### config.mk
export PLATFORM = sky130hd
export DESIGN_NAME = paging_xlate
export DESIGN_NICKNAME = d
export VERILOG_FILES = /design/src/rtl/xlate_pkg.sv /design/src/rtl/xlate_tlb.sv /design/src/rtl/xlate_victim.sv /design/src/rtl/paging_xlate.sv
export SDC_FILE = /design/constraint.sdc
export NUM_CORES = 2
export LEC_CHECK = 0
export BUFFER_PORTS_ARGS = -buffer_cell sky130_fd_sc_hd__buf_2
export CORE_MARGIN = 10
export CORE_UTILIZATION = 40
export CTS_CLUSTER_DIAMETER = 80
export CTS_CLUSTER_SIZE = 20
export DETAILED_ROUTE_END_ITERATION = 10
export SYNTH_ARGS = -nofsm -noshare
export SYNTH_HDL_FRONTEND = slang
export SYNTH_SLANG_ARGS = --single-unit
### constraint.sdc
create_clock -name clk -period 4.52 [get_ports clk]
set_clock_uncertainty 0.15 [all_clocks]
set_input_delay 0.904 -clock clk [delete_from_list [all_inputs] [get_ports clk]]
set_output_delay 0.904 -clock clk [all_outputs]
set_load 0.02 [all_outputs]
### src/rtl/xlate_pkg.sv
package xlate_pkg;
  typedef enum logic [1:0] {
    FLT_NONE = 2'd0,
    FLT_LEN  = 2'd1,
    FLT_INV  = 2'd2,
    FLT_PROT = 2'd3
  } fault_e;

  typedef enum logic {
    S_IDLE = 1'b0,
    S_WAIT = 1'b1
  } xstate_e;

  localparam int PTE_V_BIT  = 0;
  localparam int PTE_RO_BIT = 1;
  localparam int PTE_D_BIT  = 2;
endpackage

### src/rtl/xlate_tlb.sv
module xlate_tlb #(
  parameter int ENTRIES = 16,
  parameter int VPN_W   = 20,
  parameter int PFN_W   = 20,
  parameter int IDX_W   = (ENTRIES > 1) ? $clog2(ENTRIES) : 1
) (
  input  logic               clk,
  input  logic               rst,
  input  logic               flush,
  input  logic [VPN_W-1:0]   lk_vpn,
  output logic               hit,
  output logic [IDX_W-1:0]   hit_idx,
  output logic [PFN_W-1:0]   hit_pfn,
  output logic               hit_ro,
  output logic               hit_dirty,
  input  logic               fill_en,
  input  logic [IDX_W-1:0]   fill_idx,
  input  logic [VPN_W-1:0]   fill_vpn,
  input  logic [PFN_W-1:0]   fill_pfn,
  input  logic               fill_ro,
  input  logic               fill_dirty,
  input  logic               mark_en,
  input  logic [IDX_W-1:0]   mark_idx,
  output logic [ENTRIES-1:0] valid_vec
);
  logic [VPN_W-1:0] tag_q [ENTRIES];
  logic [PFN_W-1:0] pfn_q [ENTRIES];
  logic [ENTRIES-1:0] ro_q;
  logic [ENTRIES-1:0] dirty_q;
  logic [ENTRIES-1:0] match;

  genvar g;
  generate
    for (g = 0; g < ENTRIES; g++) begin : g_cmp
      assign match[g] = valid_vec[g] && (tag_q[g] == lk_vpn);
    end
  endgenerate

  always_comb begin
    hit_idx = '0;
    for (int i = ENTRIES - 1; i >= 0; i--) begin
      if (match[i]) hit_idx = IDX_W'(i);
    end
  end

  assign hit       = |match;
  assign hit_pfn   = pfn_q[hit_idx];
  assign hit_ro    = ro_q[hit_idx];
  assign hit_dirty = dirty_q[hit_idx];

  always_ff @(posedge clk) begin
    if (rst) begin
      valid_vec <= '0;
    end else if (flush) begin
      valid_vec <= '0;
    end else if (fill_en) begin
      valid_vec[fill_idx] <= 1'b1;
    end
  end

  always_ff @(posedge clk) begin
    if (fill_en) begin
      tag_q[fill_idx]   <= fill_vpn;
      pfn_q[fill_idx]   <= fill_pfn;
      ro_q[fill_idx]    <= fill_ro;
      dirty_q[fill_idx] <= fill_dirty;
    end else if (mark_en) begin
      dirty_q[mark_idx] <= 1'b1;
    end
  end
endmodule

### src/rtl/xlate_victim.sv
module xlate_victim #(
  parameter int ENTRIES = 16,
  parameter int IDX_W   = (ENTRIES > 1) ? $clog2(ENTRIES) : 1
) (
  input  logic               clk,
  input  logic               rst,
  input  logic [ENTRIES-1:0] valid_vec,
  input  logic               advance,
  output logic [IDX_W-1:0]   victim
);
  logic [IDX_W-1:0] rr_q;
  logic             found;

  always_comb begin
    victim = rr_q;
    found  = 1'b0;
    for (int i = 0; i < ENTRIES; i++) begin
      if (!found && !valid_vec[i]) begin
        victim = IDX_W'(i);
        found  = 1'b1;
      end
    end
  end

  always_ff @(posedge clk) begin
    if (rst) begin
      rr_q <= '0;
    end else if (advance && (&valid_vec)) begin
      rr_q <= (rr_q == IDX_W'(ENTRIES - 1)) ? '0 : rr_q + 1'b1;
    end
  end
endmodule

### src/rtl/paging_xlate.sv
module paging_xlate
  import xlate_pkg::*;
#(
  parameter int ADDR_W    = 32,
  parameter int PAGE_BITS = 12,
  parameter int ENTRIES   = 16
) (
  input  logic                          clk,
  input  logic                          rst,
  input  logic                          flush,
  input  logic [ADDR_W-1:0]             pt_base,
  input  logic [ADDR_W-PAGE_BITS:0]     pt_len,
  input  logic                          cpu_req,
  input  logic [ADDR_W-1:0]             cpu_addr,
  input  logic                          cpu_write,
  output logic                          cpu_ready,
  output logic [ADDR_W-1:0]             cpu_paddr,
  output logic [1:0]                    cpu_fault,
  output logic                          cpu_dirty,
  output logic                          mem_req,
  output logic [ADDR_W-1:0]             mem_addr,
  input  logic                          mem_rvalid,
  input  logic [ADDR_W-1:0]             mem_rdata
);
  localparam int VPN_W = ADDR_W - PAGE_BITS;
  localparam int IDX_W = (ENTRIES > 1) ? $clog2(ENTRIES) : 1;

  xstate_e state;
  fault_e  fault_q;
  logic    busy;

  logic [VPN_W-1:0]     req_vpn;
  logic [PAGE_BITS-1:0] req_off;
  logic [VPN_W-1:0]     lat_vpn;
  logic [PAGE_BITS-1:0] lat_off;
  logic                 lat_wr;

  logic               hit, hit_ro, hit_dirty;
  logic [IDX_W-1:0]   hit_idx, victim;
  logic [VPN_W-1:0]   hit_pfn;
  logic [ENTRIES-1:0] valid_vec;
  logic               accept, len_bad, fill_en, mark_en, fill_dirty;

  logic [VPN_W-1:0] pte_pfn;
  logic             pte_v, pte_ro, pte_d;
  logic             unused_pte;

  assign busy    = (state == S_WAIT);
  assign req_vpn = cpu_addr[ADDR_W-1:PAGE_BITS];
  assign req_off = cpu_addr[PAGE_BITS-1:0];
  assign accept  = cpu_req && !cpu_ready && !busy;
  assign len_bad = ({1'b0, req_vpn} >= pt_len);

  assign pte_pfn    = mem_rdata[ADDR_W-1:PAGE_BITS];
  assign pte_v      = mem_rdata[PTE_V_BIT];
  assign pte_ro     = mem_rdata[PTE_RO_BIT];
  assign pte_d      = mem_rdata[PTE_D_BIT];
  assign unused_pte = ^mem_rdata[PAGE_BITS-1:PTE_D_BIT+1];

  assign fill_en    = busy && mem_rvalid && pte_v;
  assign fill_dirty = pte_d || (lat_wr && !pte_ro);
  assign mark_en    = accept && !len_bad && hit && cpu_write && !hit_ro && !hit_dirty;
  assign cpu_fault  = fault_q;

  xlate_tlb #(.ENTRIES(ENTRIES), .VPN_W(VPN_W), .PFN_W(VPN_W), .IDX_W(IDX_W)) u_tlb (
    .clk(clk), .rst(rst), .flush(flush),
    .lk_vpn(req_vpn), .hit(hit), .hit_idx(hit_idx), .hit_pfn(hit_pfn),
    .hit_ro(hit_ro), .hit_dirty(hit_dirty),
    .fill_en(fill_en), .fill_idx(victim), .fill_vpn(lat_vpn), .fill_pfn(pte_pfn),
    .fill_ro(pte_ro), .fill_dirty(fill_dirty),
    .mark_en(mark_en), .mark_idx(hit_idx), .valid_vec(valid_vec)
  );

  xlate_victim #(.ENTRIES(ENTRIES), .IDX_W(IDX_W)) u_victim (
    .clk(clk), .rst(rst), .valid_vec(valid_vec), .advance(fill_en), .victim(victim)
  );

  always_ff @(posedge clk) begin
    if (rst) begin
      state     <= S_IDLE;
      cpu_ready <= 1'b0;
      cpu_paddr <= '0;
      fault_q   <= FLT_NONE;
      cpu_dirty <= 1'b0;
      mem_req   <= 1'b0;
      mem_addr  <= '0;
      lat_vpn   <= '0;
      lat_off   <= '0;
      lat_wr    <= 1'b0;
    end else begin
      cpu_ready <= 1'b0;
      mem_req   <= 1'b0;
      case (state)
        S_IDLE: begin
          if (accept) begin
            lat_vpn <= req_vpn;
            lat_off <= req_off;
            lat_wr  <= cpu_write;
            if (len_bad) begin
              cpu_ready <= 1'b1;
              fault_q   <= FLT_LEN;
              cpu_paddr <= '0;
              cpu_dirty <= 1'b0;
            end else if (hit) begin
              cpu_ready <= 1'b1;
              if (cpu_write && hit_ro) begin
                fault_q   <= FLT_PROT;
                cpu_paddr <= '0;
                cpu_dirty <= hit_dirty;
              end else begin
                fault_q   <= FLT_NONE;
                cpu_paddr <= {hit_pfn, req_off};
                cpu_dirty <= hit_dirty || cpu_write;
              end
            end else begin
              mem_req  <= 1'b1;
              mem_addr <= pt_base + {{(ADDR_W-VPN_W-2){1'b0}}, req_vpn, 2'b00};
              state    <= S_WAIT;
            end
          end
        end
        S_WAIT: begin
          if (mem_rvalid) begin
            state     <= S_IDLE;
            cpu_ready <= 1'b1;
            if (!pte_v) begin
              fault_q   <= FLT_INV;
              cpu_paddr <= '0;
              cpu_dirty <= 1'b0;
            end else if (lat_wr && pte_ro) begin
              fault_q   <= FLT_PROT;
              cpu_paddr <= '0;
              cpu_dirty <= pte_d;
            end else begin
              fault_q   <= FLT_NONE;
              cpu_paddr <= {pte_pfn, lat_off};
              cpu_dirty <= fill_dirty;
            end
          end
        end
        default: state <= S_IDLE;
      endcase
    end
  end
endmodule

==> flow_summary_export.csv <==
group,metric,value,unit
global_routing,antenna_found_initial,5,
place,globalplace.congestion,0.906,
sta,hold_ws,303,ps
drt,wl_per_cell,24.8,um
global_routing,track_usage,0.211,
drt,post_drt_via_cell_ratio,5.70,
layout,mostFrequentLayoutCell,"edfxtp_1",
critical_path,cp_common_cell,"buf_4",
power_and_ir_drop,finalPower,13.9,mW
critical_path,startpoint,"cpu_addr[25]",
clocking,clk_pin_slew,80,ps
drt,ant_nets,0,
power_and_ir_drop,leakagePower,15.0,nW
critical_path,rr_endpoint,"cpu_paddr[5]",
logic_synthesis,ys_types,101,
clocking,h-tree-depth,2,
logic_synthesis,yosys_register_bits,795,
layout,drive_gt1_frac,0.255,
logic_synthesis,syn_nets,2826,
critical_path,crit_type,"in2reg",
sta,relSlewSlack,0.119,
drt,drc,0,
sta,hold_viol,0,
logic_synthesis,synth_warnings,0,
clocking,cts_buffers,46,
layout,final_nets,3381,
logic_synthesis,postSynthCellCount,2661,
critical_path,cp-end-kind,"register",
logic_synthesis,synth_ff_type,"edfxtp_1",
critical_path,cpPeakStageDelay,530,ps
global_routing,grt_start_max_net_pins,49,
critical_path,endpoint,"cpu_paddr[5]",
critical_path,start_kind,"input pin",
power_and_ir_drop,vdd_drop_max,0.274,mV
die,die_w,317,um
critical_path,crit_arrival,4830,ps
sta,slew_viol_final,0,
global_routing,grt_pass1_vias,25100,
layout,area_delta_synth_final,21.6,%
drt,vias,25100,
power_and_ir_drop,powerDensity,325,nW/um^2
critical_path,path_max_fanout,9,
drt,initialDrtViolationCount,2700,
run,drv_cap,0,
critical_path,slowest_stage,"or4_4",
die,io_pins,192,
sta,min_period,4500,ps
logic_synthesis,yosysSeqAreaShare,0.644,
sta,setup_viol,0,
sta,worst_pin_slew,1320,ps
hold_path,holdCritPathClass,"reg2reg",
drt,drt-pass1-iter-count,5,
critical_path,worstPathRequired,4850,ps
drt,wl,109000,um
clocking,cts_tree,"done",
critical_path,r2r_cells,17,
sta,finalSetupTns,0,ps
run_status,status,"finished, final reports clean",
critical_path,crit_chain,"clkbuf_4 > buf_12 > xnor2_1 > buf_4 > nand3_1 > or4_4 > o211ai_1 > and2_4 > o21ai_0 > a41oi_2 > or4_1 > nand3_2 > o41a_1 > buf_6 > buf_4 > a221oi_1 > nor3_1",
global_routing,grt_pass1_wl,160000,um
die,chipHeight,317,um
clocking,clock_sink_count,795,
clocking,insertion_delay,640,ps
layout,final_cell_mix,"672 x edfxtp_1, 389 x buf_4, 237 x xnor2_1, 225 x nand2_1, 173 x buf_2",
die,rows,108,
global_routing,overflow,0,
critical_path,r2r_start,"u_tlb.tag_q[14][15]",
sta,fin_crit_sh,0.995,
clocking,cts.path.max_buffers,3,
die,initial_core_util,0.404,
place,port_buffers,182,
logic_synthesis,synth_edf_count,672,
place,dpl.hpwl,74500,um
die,coreArea,87000,sq um
clocking,cts-root-buf,"clkbuf_16",
logic_synthesis,avgSynthCellArea,13.2,sq um
critical_path,r2r_slack,270,ps
logic_synthesis,async_flop_share,0,
die,die_area,100000,sq um
logic_synthesis,synth_area,35200,sq um
sta,fmax,222,MHz
logic make-up after synthesis:
logic type               count (synthesis)  share of synthesized area
buffers and inverters                  184                     0.0282
XOR/XNOR                               339                     0.0859
adder cells (fa/ha/maj)                 42                     0.0152
multiplexers                            66                     0.0192
AO/OA/AOI/OAI                          475                     0.0948
flip-flops                             795                      0.644
AND/OR/NAND/NOR                        760                      0.113
power breakdown:
group / total (mW) / switching, mW / internal, mW
clock: 4.40 / 2.39 / 2.01
sequential: 8.17 / 0.146 / 8.03
combinational: 1.33 / 0.775 / 0.557
total: 13.9 / 3.31 / 10.6
flip-flops by register name, summed over array words and instances (netlist names):
signal	cells
busy	1
cpu_dirty	1
cpu_fault	2
cpu_paddr	32
cpu_ready	1
lat_off	12
lat_vpn	20
lat_wr	1
mem_addr	32
mem_req	1
u_tlb.dirty_q	16
u_tlb.pfn_q	320
u_tlb.ro_q	16
u_tlb.tag_q	320
u_tlb.valid_vec	16
u_victim.rr_q	4
synth_stat cells (27+ instances only):
cell type,n,area share
nor3_1,40,0.0057
o21a_1,27,0.0058
xor2_1,79,0.020
nand4_1,106,0.019
clkbuf_1,64,0.0068
nand3_1,53,0.0075
and3_1,28,0.0050
xnor2_1,253,0.063
nor4_1,30,0.0053
ha_1,41,0.015
o21ai_0,38,0.0054
o22ai_1,97,0.017
nor2_1,125,0.013
mux2i_1,55,0.016
edfxtp_1,672,0.57
nand2_1,225,0.024
buf_6,27,0.0086
a22oi_1,36,0.0077
dfxtp_1,123,0.070
a21oi_1,111,0.016
inv_1,54,0.0058
area by class of cell:
cell class | instances | area (sq um)
flip-flops and latches | 795 | 22600
repair buffers | 637 | 5160
diodes | 1 | 2.50
multi-input cells | 1682 | 12000
clock buffers | 76 | 1270
inverters | 54 | 203
well taps | 1155 | 1450
fillers | 7574 | 44200
clock inverters | 7 | 88.8
metal layers:
layer	routed length, um	vias up	GRT usage
met2	52000	1111	0.351
met1	45300	12600	0.281
li1	-	11200	-
met5	40	-	0
met4	3330	8	0.0682
met3	8670	191	0.0325
worst max-delay path, delay by kind of cell:
kind / cells / cell delay [ps]
AOI/OAI and AO/OA: 5 / 1580
and+or+nand+nor: 6 / 1220
buffers and inverters: 5 / 870
xor gates and xnor gates: 1 / 240
repair_timing:
| action | 4_1_cts | 5_1_grt |
|---|---|---|
| gates resized for setup | 19 | 59 |
| buffers inserted | 0 | 12 |
| cloned | 0 | 0 |
| hold buffers | 0 | 0 |
| pin swaps | 2 | 16 |
| endpoints found under the setup margin | 40 | 52 |
worst min path at each step:
stage | cells after the start | to | slack (ps) | start
6_report | 2 | mem_addr[19] | 300 | mem_addr[19]
3_3_place_gp | 2 | mem_addr[1] | 290 | mem_addr[1]
5_1_grt | 2 | mem_addr[19] | 320 | mem_addr[19]
4_1_cts | 2 | mem_addr[19] | 300 | mem_addr[19]
2_1_floorplan | 2 | lat_off[0] | 290 | lat_off[0]
3_5_place_dp | 2 | mem_addr[19] | 290 | mem_addr[19]
per-stage QoR:
| step | cell area (sq um) | setup WS [ps] | cells | util |
|---|---|---|---|---|
| floorplan | 35200 | 26.3 | 2661 | - |
| global placement | 40900 | -893 | 4312 | 0.470 |
| detailed placement | 40900 | -914 | 4312 | 0.470 |
| CTS | 42300 | 1.50 | 4395 | 0.487 |
| global route | 42800 | -25.3 | 4407 | 0.492 |
| finish | 42800 | 22.0 | 4407 | 0.492 |
Note: power is estimated with default switching activity, not from simulation.
